File: config.mk
export PLATFORM = sky130hd
export DESIGN_NAME = refl_cipher
export DESIGN_NICKNAME = d
export VERILOG_FILES = /design/src/rtl/refl_pkg.sv /design/src/rtl/refl_sbox_layer.sv /design/src/rtl/refl_keyprep.sv /design/src/rtl/refl_round.sv /design/src/rtl/refl_ctrl.sv /design/src/rtl/refl_cipher.sv
export SDC_FILE = /design/constraint.sdc
export NUM_CORES = 2
export LEC_CHECK = 0
export BUFFER_PORTS_ARGS = -buffer_cell sky130_fd_sc_hd__buf_4
export CORE_MARGIN = 3
export CORE_UTILIZATION = 39
export CTS_BUF_LIST = sky130_fd_sc_hd__clkbuf_2 sky130_fd_sc_hd__clkbuf_4 sky130_fd_sc_hd__clkbuf_8
export DETAILED_ROUTE_END_ITERATION = 16
export PLACE_DENSITY = 0.58
export SLEW_MARGIN = 20
export SYNTH_ARGS = -nofsm -noshare
export SYNTH_HDL_FRONTEND = slang
export SYNTH_SLANG_ARGS = --single-unit
File: constraint.sdc
create_clock -name clk -period 7.8 [get_ports clk]
set_input_delay 0.78 -clock clk [delete_from_list [all_inputs] [get_ports clk]]
set_output_delay 0.78 -clock clk [all_outputs]
set_load 0.05 [all_outputs]
File: src/rtl/refl_pkg.sv
package refl_pkg;

    parameter int BLK_W   = 64;
    parameter int NIB_W   = 4;
    parameter int NIBS    = BLK_W / NIB_W;
    parameter int CHUNK_W = 16;
    parameter int CHUNKS  = BLK_W / CHUNK_W;
    parameter int LANES   = CHUNK_W / NIB_W;
    parameter int ROUNDS  = 10;
    parameter int HALF    = ROUNDS / 2;
    parameter int CNT_W   = $clog2(ROUNDS + 2);

    parameter logic [BLK_W-1:0] DEC_TWEAK = 64'hc0ac29b7c97c50dd;

    typedef logic [BLK_W-1:0] blk_t;
    typedef logic [NIB_W-1:0] nib_t;
    typedef logic [CNT_W-1:0] cnt_t;

    typedef struct packed {
        blk_t k_pre;   // whitening before the first round
        blk_t k_post;  // whitening after the last round
        blk_t k_core;  // key added in every round
    } keyset_t;

    function automatic blk_t round_const(input cnt_t idx);
        blk_t rc;
        case (int'(idx))
            0:       rc = 64'h0000000000000000;
            1:       rc = 64'h13198a2e03707344;
            2:       rc = 64'ha4093822299f31d0;
            3:       rc = 64'h082efa98ec4e6c89;
            4:       rc = 64'h452821e638d01377;
            5:       rc = 64'hbe5466cf34e90c6c;
            6:       rc = 64'h7ef84f78fd955cb1;
            7:       rc = 64'h85840851f1ac43aa;
            8:       rc = 64'hc882d32f25323c54;
            9:       rc = 64'h64a51195e0e3610d;
            10:      rc = 64'hd3b5a399ca0c2399;
            11:      rc = 64'hc0ac29b7c97c50dd;
            default: rc = '0;
        endcase
        return rc;
    endfunction

    function automatic nib_t sbox_fwd(input nib_t x);
        nib_t y;
        case (x)
            4'h0: y = 4'hB;  4'h1: y = 4'hF;  4'h2: y = 4'h3;  4'h3: y = 4'h2;
            4'h4: y = 4'hA;  4'h5: y = 4'hC;  4'h6: y = 4'h9;  4'h7: y = 4'h1;
            4'h8: y = 4'h6;  4'h9: y = 4'h7;  4'hA: y = 4'h8;  4'hB: y = 4'h0;
            4'hC: y = 4'hE;  4'hD: y = 4'h5;  4'hE: y = 4'hD;  default: y = 4'h4;
        endcase
        return y;
    endfunction

    // Inverse substitution found by searching the forward table.
    function automatic nib_t sbox_inv(input nib_t y);
        nib_t r;
        r = '0;
        for (int v = 0; v < (1 << NIB_W); v++) begin
            if (sbox_fwd(nib_t'(v)) == y) r = nib_t'(v);
        end
        return r;
    endfunction

    // Self-inverse linear layer. Bit positions are counted from the MSB.
    // Output nibble j, bit b of a chunk is the XOR of bit b of the three input
    // nibbles i with (i + j + h) mod 4 != b. h is 0 for the outer chunks and
    // 1 for the inner chunks.
    function automatic blk_t mix_layer(input blk_t x);
        blk_t y;
        int   h;
        y = '0;
        for (int c = 0; c < CHUNKS; c++) begin
            h = (c == 0 || c == CHUNKS - 1) ? 0 : 1;
            for (int j = 0; j < LANES; j++) begin
                for (int b = 0; b < NIB_W; b++) begin
                    for (int i = 0; i < LANES; i++) begin
                        if (((i + j + h) % LANES) != b) begin
                            y[BLK_W-1-(c*CHUNK_W + j*NIB_W + b)] ^=
                                x[BLK_W-1-(c*CHUNK_W + i*NIB_W + b)];
                        end
                    end
                end
            end
        end
        return y;
    endfunction

    // Nibble permutation with nibbles counted from the MSB.
    // Forward: out[n] = in[n + 4*(n mod 4)]. Inverse: out[n] = in[n - 4*(n mod 4)].
    function automatic blk_t row_shift(input blk_t x, input logic inv);
        blk_t y;
        int   src;
        y = '0;
        for (int n = 0; n < NIBS; n++) begin
            if (inv) src = (n - LANES * (n % LANES) + NIBS) % NIBS;
            else     src = (n + LANES * (n % LANES)) % NIBS;
            y[BLK_W-1-NIB_W*n -: NIB_W] = x[BLK_W-1-NIB_W*src -: NIB_W];
        end
        return y;
    endfunction

endpackage

File: src/rtl/refl_sbox_layer.sv
module refl_sbox_layer
    import refl_pkg::*;
#(
    parameter bit INVERSE = 1'b0
) (
    input  blk_t din,
    output blk_t dout
);

    for (genvar n = 0; n < NIBS; n++) begin : g_lane
        if (INVERSE) begin : g_inv
            assign dout[n*NIB_W +: NIB_W] = sbox_inv(din[n*NIB_W +: NIB_W]);
        end else begin : g_fwd
            assign dout[n*NIB_W +: NIB_W] = sbox_fwd(din[n*NIB_W +: NIB_W]);
        end
    end

endmodule

File: src/rtl/refl_keyprep.sv
module refl_keyprep
    import refl_pkg::*;
(
    input  blk_t    key_hi,
    input  blk_t    key_lo,
    input  logic    decrypt,
    output keyset_t keys
);

    blk_t k_derived;

    // Rotate right by one, then fold the old MSB into bit 0.
    assign k_derived = {key_hi[0], key_hi[BLK_W-1:1]}
                     ^ {{(BLK_W-1){1'b0}}, key_hi[BLK_W-1]};

    always_comb begin
        if (decrypt) begin
            keys.k_pre  = k_derived;
            keys.k_post = key_hi;
            keys.k_core = key_lo ^ DEC_TWEAK;
        end else begin
            keys.k_pre  = key_hi;
            keys.k_post = k_derived;
            keys.k_core = key_lo;
        end
    end

endmodule

File: src/rtl/refl_round.sv
module refl_round
    import refl_pkg::*;
(
    input  blk_t state,
    input  cnt_t rnd,
    input  blk_t k_core,
    output blk_t nxt
);

    blk_t rc;
    blk_t fwd_s, fwd_o;
    blk_t mid_s, mid_m, mid_o;
    blk_t inv_x, inv_m, inv_o;

    assign rc = round_const(rnd);

    // Forward round: substitute, mix, permute, add constant and key.
    refl_sbox_layer #(.INVERSE(1'b0)) u_fwd_sub (.din(state), .dout(fwd_s));
    assign fwd_o = row_shift(mix_layer(fwd_s), 1'b0) ^ rc ^ k_core;

    // Middle reflection, chained after the last forward round.
    refl_sbox_layer #(.INVERSE(1'b0)) u_mid_sub (.din(fwd_o), .dout(mid_s));
    assign mid_m = mix_layer(mid_s);
    refl_sbox_layer #(.INVERSE(1'b1)) u_mid_inv (.din(mid_m), .dout(mid_o));

    // Inverse round: add key and constant, unpermute, mix, inverse substitute.
    assign inv_x = state ^ k_core ^ rc;
    assign inv_m = mix_layer(row_shift(inv_x, 1'b1));
    refl_sbox_layer #(.INVERSE(1'b1)) u_inv_sub (.din(inv_m), .dout(inv_o));

    always_comb begin
        if (rnd < cnt_t'(HALF))       nxt = fwd_o;
        else if (rnd == cnt_t'(HALF)) nxt = mid_o;
        else                          nxt = inv_o;
    end

endmodule

File: src/rtl/refl_ctrl.sv
module refl_ctrl
    import refl_pkg::*;
(
    input  logic clk,
    input  logic rst,
    input  logic fire,
    output logic busy,
    output cnt_t rnd,
    output logic last,
    output logic done
);

    assign busy = (rnd != '0);
    assign last = (rnd == cnt_t'(ROUNDS));

    always_ff @(posedge clk) begin
        if (rst) begin
            rnd  <= '0;
            done <= 1'b0;
        end else begin
            done <= last;
            if (fire)      rnd <= cnt_t'(1);
            else if (last) rnd <= '0;
            else if (busy) rnd <= rnd + 1'b1;
        end
    end

    AST_FIRE_GOES_BUSY: assert property (@(posedge clk) disable iff (rst)
        fire |=> (busy && rnd == cnt_t'(1)));
    AST_ROUND_STEP: assert property (@(posedge clk) disable iff (rst)
        (busy && !last) |=> (rnd == cnt_t'($past(rnd) + 1'b1)));
    AST_ROUND_LIMIT: assert property (@(posedge clk) disable iff (rst)
        rnd <= cnt_t'(ROUNDS));
    AST_LAST_THEN_DONE: assert property (@(posedge clk) disable iff (rst)
        last |=> (done && !busy));
    AST_DONE_PULSE: assert property (@(posedge clk) disable iff (rst)
        done |=> !done);

endmodule

File: src/rtl/refl_cipher.sv
module refl_cipher
    import refl_pkg::*;
(
    input  logic             clk,
    input  logic             rst,
    input  logic             in_valid,
    output logic             in_ready,
    input  logic             decrypt,
    input  logic [BLK_W-1:0] key_hi,
    input  logic [BLK_W-1:0] key_lo,
    input  logic [BLK_W-1:0] din,
    output logic [BLK_W-1:0] dout,
    output logic             dout_done
);

    keyset_t ks_in;
    blk_t    state_q, k_core_q, k_post_q, nxt;
    cnt_t    rnd;
    logic    busy, last, fire;

    assign fire     = in_valid && !busy;
    assign in_ready = !busy;

    refl_keyprep u_keyprep (
        .key_hi  (key_hi),
        .key_lo  (key_lo),
        .decrypt (decrypt),
        .keys    (ks_in)
    );

    refl_ctrl u_ctrl (
        .clk  (clk),
        .rst  (rst),
        .fire (fire),
        .busy (busy),
        .rnd  (rnd),
        .last (last),
        .done (dout_done)
    );

    refl_round u_round (
        .state  (state_q),
        .rnd    (rnd),
        .k_core (k_core_q),
        .nxt    (nxt)
    );

    always_ff @(posedge clk) begin
        if (rst) begin
            state_q  <= '0;
            k_core_q <= '0;
            k_post_q <= '0;
            dout     <= '0;
        end else begin
            if (fire) begin
                state_q  <= din ^ ks_in.k_pre ^ ks_in.k_core ^ round_const(cnt_t'(0));
                k_core_q <= ks_in.k_core;
                k_post_q <= ks_in.k_post;
            end else if (busy) begin
                state_q <= nxt;
            end
            if (last) begin
                dout <= nxt ^ round_const(cnt_t'(ROUNDS + 1)) ^ k_core_q ^ k_post_q;
            end
        end
    end

    AST_RESULT_HOLD: assert property (@(posedge clk) disable iff (rst)
        !dout_done |-> $stable(dout));
    AST_READY_ON_DONE: assert property (@(posedge clk) disable iff (rst)
        dout_done |-> in_ready);
    AST_BUSY_REFUSES: assert property (@(posedge clk) disable iff (rst)
        (in_valid && in_ready) |=> !in_ready);

endmodule

# --- Word level (Yosys, flattened, before mapping) ---
# Memories as Yosys holds them, arrays and structs flattened. A register that Yosys moved wholly into a read port is not among the register bits.
# Index checks and enable logic that the tools add are counted.
totals:
  regBits: 261
  romBits: 3056
  in_bits: 196
  out_inout_bits: 66
  word_cells: 1397
  memories: 33
memory_table:
  columns: ["name", "words", "width", "rd", "rd_ports_with_merged_regs", "write_ports", "line", "rtl"]
  rows:
  - ["(no name shown)", 16, 63, 1, 0, 0, "refl_pkg.sv:27", "case (int'(idx))"]
  - ["(no name shown)", 16, 4, 1, 1, 0, "refl_pkg.sv:47", "case (x)"]
  - ["(no name shown)", 16, 4, 1, 1, 0, "refl_pkg.sv:47", null]
  - ["(no name shown)", 16, 4, 1, 1, 0, "refl_pkg.sv:47", null]
  - ["(no name shown)", 16, 4, 1, 1, 0, "refl_pkg.sv:47", null]
  - ["(no name shown)", 16, 4, 1, 1, 0, "refl_pkg.sv:47", null]
  - ["27 more memories", null, null, null, null, null, null, null]
op_classes:
  add_sub_neg: 1
  order_cmp: 1
  eq_ne: 450
  n_mux: 520
  n_bitwise: 347
  n_reduce_logical: 38
op_table:
  columns: ["operator", "n"]
  rows:
  - ["4-bit two-way mux", 480]
  - ["4-bit == test, first input constant", 224]
  - ["3-bit by 4-bit == test with 1-bit output, first input constant", 128]
  - ["64-bit XOR", 8]
  - ["1-bit XOR", 336]
  - ["2-bit by 4-bit == test with 1-bit output, first input constant", 64]
  - ["64-bit two-way mux", 4]
  - ["192-bit two-way mux", 1]
  - ["1-bit by 4-bit == test with 1-bit output, first input constant", 32]
  - ["4-bit logical NOT", 32]
  - ["32-bit NOT", 2]
  - ["64-bit by 1-bit XOR with 64-bit output", 1]
  - ["1-bit two-way mux", 35]
  - ["4-bit by 1-bit adder with 4-bit output, second input constant", 1]
  - ["4-bit by 3-bit == test with 1-bit output, second input constant", 1]
  - ["4-bit == test, second input constant", 1]
  - ["4-bit by 3-bit < comparator with 1-bit output, second input constant", 1]
  - ["4-bit nonzero test", 1]
  - ["3-bit nonzero test", 1]
  - ["3-bit OR reduction", 1]
  - ["2-bit nonzero test", 1]
  - ["1-bit logical AND", 1]
  - ["1-bit logical NOT", 1]

# --- Longest topological paths before layout ---
# An unclocked memory read counts as a cell.
depth:
  word_depth: 29
  ltp_mapped: 26
  ltp_nobuf: 24

# --- Hierarchy ---
# From an unflattened synthesis, not the netlist that was laid out.
unflattened:
  cells_unflattened: 3587
  hier_area_um2: 28396.0
by_module_without_submodules:
  columns: ["mod", "n_inst", "cells_per_inst", "area_per_inst_um2", "seq_area_each_um2"]
  rows:
  - ["refl_cipher", 1, 1282, 11997.8, 5124.9]
  - ["refl_round", 1, 833, 6782.8, 0.0]
  - ["refl_sbox_layer at u_round.u_fwd_sub", 1, 321, 2333.5, 0.0]
  - ["refl_sbox_layer at u_round.u_mid_sub", 1, 315, 2274.7, 0.0]
  - ["refl_keyprep", 1, 340, 1781.7, 0.0]
  - ["refl_sbox_layer at u_round.u_mid_inv", 1, 232, 1483.9, 0.0]
  - ["refl_sbox_layer at u_round.u_inv_sub", 1, 233, 1451.4, 0.0]
  - ["refl_ctrl", 1, 31, 290.3, 100.1]

# --- Least setup slack after synthesis ---
# Ideal clock, no wire load.
synth_path:
  path_type: "register to register"
  startpoint: "reg u_ctrl.rnd[1]"
  endpoint: "reg u_round.u_fwd_sub.dout[7] (netlist name)"
  setup_time_ns: 0.145
  arrival_ns: 5.368
  required_ns: 7.655
  slack_ns: 2.287
  stages_incl_launch_ff: 21
  n_path_buf: 0
  synth_period_minus_slack_ns: 5.513
  cell_sequence: "dfxtp_1 -> inv_1 -> ha_1 -> nor3b_1 -> nor2_1 -> xor2_1 -> xnor2_1 -> inv_1 -> ha_1 -> mux2i_1 -> mux2_2 -> xor2_1 -> xnor2_1 -> nor3_1 -> a2111oi_1 -> o21ai_0 -> a311o_1 -> ha_1 -> or4b_1 -> o21ai_0 -> a311oi_1"
synth_via:
  elab_chain_len: 28
  word_cells_on_any_way: 96
  cone_classes: "order compare: 1; eq/ne: 29; mux: 36; bitwise: 19; reduce/logical: 6; memory: 5"
synth_lines:
  columns: ["element", "line", "rtl"]
  rows:
  - ["from (decl)", "refl_ctrl.sv:8", "output cnt_t rnd,"]
  - ["from (signal assigned)", "refl_ctrl.sv:22", "if (fire) rnd <= cnt_t'(1);"]
  - ["from (signal assigned)", "refl_ctrl.sv:24", "else if (busy) rnd <= rnd + 1'b1;"]
  - ["memory read 16 x 63 bit", null, null]
  - ["64-bit XOR (2 in series)", "refl_round.sv:19", "assign fwd_o = row_shift(mix_layer(fwd_s), 1'b0) ^ rc ^ k_core;"]
  - ["memory read 16 x 4 bit", null, null]
  - ["1-bit XOR (2 in series)", "refl_pkg.sv:80", "y[BLK_W-1-(c*CHUNK_W + j*NIB_W + b)] ^="]
  - ["4-bit == test", "refl_pkg.sv:61", "if (sbox_fwd(nib_t'(v)) == y) r = nib_t'(v);"]
  - ["1-bit two-way mux", "refl_pkg.sv:61", null]
  - ["4-bit two-way mux (14 in series)", "refl_pkg.sv:61", null]
  - ["64-bit two-way mux", "refl_round.sv:33", "else if (rnd == cnt_t'(HALF)) nxt = mid_o;"]
  - ["64-bit two-way mux", "refl_round.sv:32", "if (rnd < cnt_t'(HALF)) nxt = fwd_o;"]
  - ["64-bit two-way mux", "refl_cipher.sv:59", "end else if (busy) begin"]
  - ["64-bit two-way mux", "refl_cipher.sv:55", "if (fire) begin"]
  - ["4-bit two-way mux (no line) (*) (2 in series)", null, null]
# Mark *: on every way between the ends. The rest lies on a longest branch, timed or not. The select of a mux whose other input is x is not followed.
# A chain may end at the register's enable or synchronous reset.

# --- Worst setup path after layout ---
layout_path:
  startpoint: "reg u_ctrl.rnd[0]"
  endpoint: "reg u_round.u_fwd_sub.dout[51] (netlist name)"
layout_via:
  elab_chain_len: 28
  word_cells_on_any_way: 96
  cone_classes: "order compare: 1; eq/ne: 29; mux: 36; bitwise: 19; reduce/logical: 6; memory: 5"
layout_lines:
  columns: ["element", "line"]
  rows:
  - ["memory read 16 x 63 bit", null]
  - ["64-bit XOR (2 in series)", "refl_round.sv:19"]
  - ["memory read 16 x 4 bit", null]
  - ["1-bit XOR (2 in series)", "refl_pkg.sv:80"]
  - ["4-bit == test", "refl_pkg.sv:61"]
  - ["1-bit two-way mux", "refl_pkg.sv:61"]
  - ["4-bit two-way mux (14 in series)", "refl_pkg.sv:61"]
  - ["64-bit two-way mux", "refl_round.sv:33"]
  - ["64-bit two-way mux", "refl_round.sv:32"]
  - ["64-bit two-way mux", "refl_cipher.sv:59"]
  - ["64-bit two-way mux", "refl_cipher.sv:55"]
  - ["4-bit two-way mux (no line) (*) (2 in series)", null]
# Marks and branches as above.

==> results.toml <==
[drt]
wire_per_inst_um = 25.4
firstDrtPassIters = 6
drt-total-wl_mm = 130
drtAntennaViolNets = 0
post-route-drc-count = 0
num_vias = 29500
first_iter_violations = 3049
vias_per_cell = 5.77

[min_path]
hold_path_class = "primary input to register"
holdPathEnd = "k_core_q[11]"
hold_start = "key_lo[11]"
min_delay_path_depth = 3

[place]
dpl.hpwl_mm = 103
place.gp.congestion = 0.994
numPortBuffers = 261

[run]
drv_cap = 0

[floorplanning]
start_util = 0.397
coreArea_um2 = 79600
die_y_um = 291
die_x_um = 291
pin_count = 262
rows = 103
die_area_um2 = 84500

[critical_path]
r2r-start = "u_ctrl.rnd[0]"
rr_endpoint = "u_round.u_fwd_sub.dout[51]"
crit_required_ns = 8.41
reg2reg_depth = 22
startpoint_type = "register"
critPathKind = "register to register"
critPathMaxFanout = 20
crit_arrival_ns = 8.15
end_kind = "register"
reg2reg_slack_ns = 0.26

[layout]
drive_gt1_frac = 0.138
regArea_um2 = 6510
area_growth_pct = 12.6
nNetsFinal = 4353
fill_cells = 8097
multiInputGateArea_um2 = 23600

[clock_network]
cts-root-buf = "clkbuf_8"
hold_buffers = 0
numClockSinks = 325
post_cts_resized = 0
htreeDepth = 2
clk-insertion-delay-late_ns = 0.67
post_cts_buffers = 0
cts_tree = "built"
clkSlewWorstSetupHoldPaths_ns = 0.07
max-clock-path-buffers = 3
cts_buffers = 57

[grt]
busiest_layer = "met2"
grt_max_degree = 155
grt_pass1_vias = 26800
antenna_found_initial = 3
grt_util_met2 = 0.425
grt_pass1_wl_mm = 185
overflow = 0
gr-usage-met3 = 0.0568
global_route.usage.met1 = 0.415
grt_use_total = 0.292

[synth]
yosysTopAreaCell = "dfxtp_1"
ys_ff_latch = 325
synthTopCellsByArea = "dfxtp_1, xnor2_1, ha_1"
synth.top_cells.by_count = "xnor2_1, nor2_1, dfxtp_1"
synth_cell_types = 125
synth_top_cell_area_share = 0.206
yosysWarnings = 0
syn_avg_cell_area_um2 = 8.22
syn_inst = 3845
async_reset_ff_frac = 0
post-synth-top-count-cell = "xnor2_1"
synth_ff_type = "dfxtp_1"
syn-cell-area_um2 = 31600
postSynthNetCount = 4189
seq_area_frac_synth = 0.206
synth_edf_count = 0

[sta]
drv_slew = 0
relSlewSlack = 0.200
hold_viol_final = 0
final.setup_skew_ns = 0.0361
finalCritPeriodShare = 0.967
rsz0062_at_grt = "no"
max_freq_ghz = 0.133
finalSetupViolCount = 0
setup_tns_ns = 0
worstMarginPinSlew_ns = 1.19
period_minus_slack_ns = 7.54

[run_status]
status = "complete, no violations"
-- layout make-up --
type,count,share of cell area
clock inverter,17,0.00408
inverter,162,0.0171
sequential,325,0.183
antenna,2,0.000141
clock buffer,83,0.0303
tap,1050,0.0369
timing repair buffer,302,0.0647
multi-input combinational,3161,0.664
-- worst max-delay path by stage --
stage                       start                         end  slack [ns]  depth (start not counted)
floorplan           u_ctrl.rnd[1]   u_round.u_fwd_sub.dout[7]        2.29                         20
global placement    u_ctrl.rnd[0]  u_round.u_fwd_sub.dout[51]        0.68                         22
detailed placement  u_ctrl.rnd[0]  u_round.u_fwd_sub.dout[51]        0.62                         22
CTS                 u_ctrl.rnd[0]  u_round.u_fwd_sub.dout[51]        0.59                         22
global route        u_ctrl.rnd[0]  u_round.u_fwd_sub.dout[51]        0.02                         22
finish              u_ctrl.rnd[0]  u_round.u_fwd_sub.dout[51]        0.26                         22
-- cells in the final DEF (no fill, tap or decap), drive strengths merged, types with 38 or more instances in the layout --
cell type,count
o211ai,38
xnor3,53
ha,148
inv,162
a211oi,162
xnor2,549
dfxtp,325
nor3,108
nand2,255
buf,302
nor2,373
o22ai,40
o21ai,168
nor2b,67
xor2,196
and2,48
nand3,45
mux2i,102
clkbuf,83
a31oi,41
a21oi,284
-- sequential cells by signal, indices dropped and copies added (netlist names) --
| name | count |
|---|---|
| u_ctrl.done | 1 |
| k_post_q | 64 |
| u_round.u_fwd_sub.dout | 64 |
| state_q | 64 |
| u_ctrl.rnd | 4 |
| dout | 64 |
| k_core_q | 64 |
-- worst max-delay path: stages (launching register included) --
cell	delay, ns
dfxtp_1	0.77
inv_1	0.33
ha_1	0.77
nor2b_1	0.19
o21ai_0	0.19
a21boi_0	0.33
xnor2_1	0.12
xnor2_1	0.55
inv_1	0.20
ha_1	0.34
mux4_2	0.52
xor2_2	0.41
xnor2_2	0.19
inv_1	0.14
o21ai_0	0.10
a31oi_1	0.95
a21oi_1	0.31
and2_1	0.28
inv_1	0.09
ha_1	0.15
inv_1	0.03
mux4_2	0.43
nand2_1	0.07
-- routing by layer --
metal,up-vias,part of all wire
met5,-,0.00010
met4,2,0.051
met3,242,0.094
met2,1393,0.41
met1,14000,0.44
li1,13800,-
-- metrics by stage --
step	setup WS [ns]	hold WS, ns	util	instance area [um2]	instances
floorplan	2.29	0.445	-	31600	3845
global placement	0.681	0.440	0.431	34400	5000
detailed placement	0.618	0.444	0.431	34400	5000
CTS	0.591	0.341	0.447	35600	5100
global route	0.0238	0.353	0.447	35600	5101
finish	0.258	0.378	0.447	35600	5102
-- cells by family after synthesis --
| family | count (synthesis) | synth area share |
|---|---|---|
| and+or+nand+nor | 1048 | 0.156 |
| xor gates and xnor gates | 816 | 0.265 |
| AOI/OAI and AO/OA | 1009 | 0.218 |
| adders and majority gates | 148 | 0.0586 |
| DFF | 325 | 0.206 |
| muxes | 140 | 0.0484 |
| buffers and inverters | 359 | 0.0487 |
Power is not shown: default switching activity piles up to over one toggle a cycle in this logic, so the estimate is an artifact.
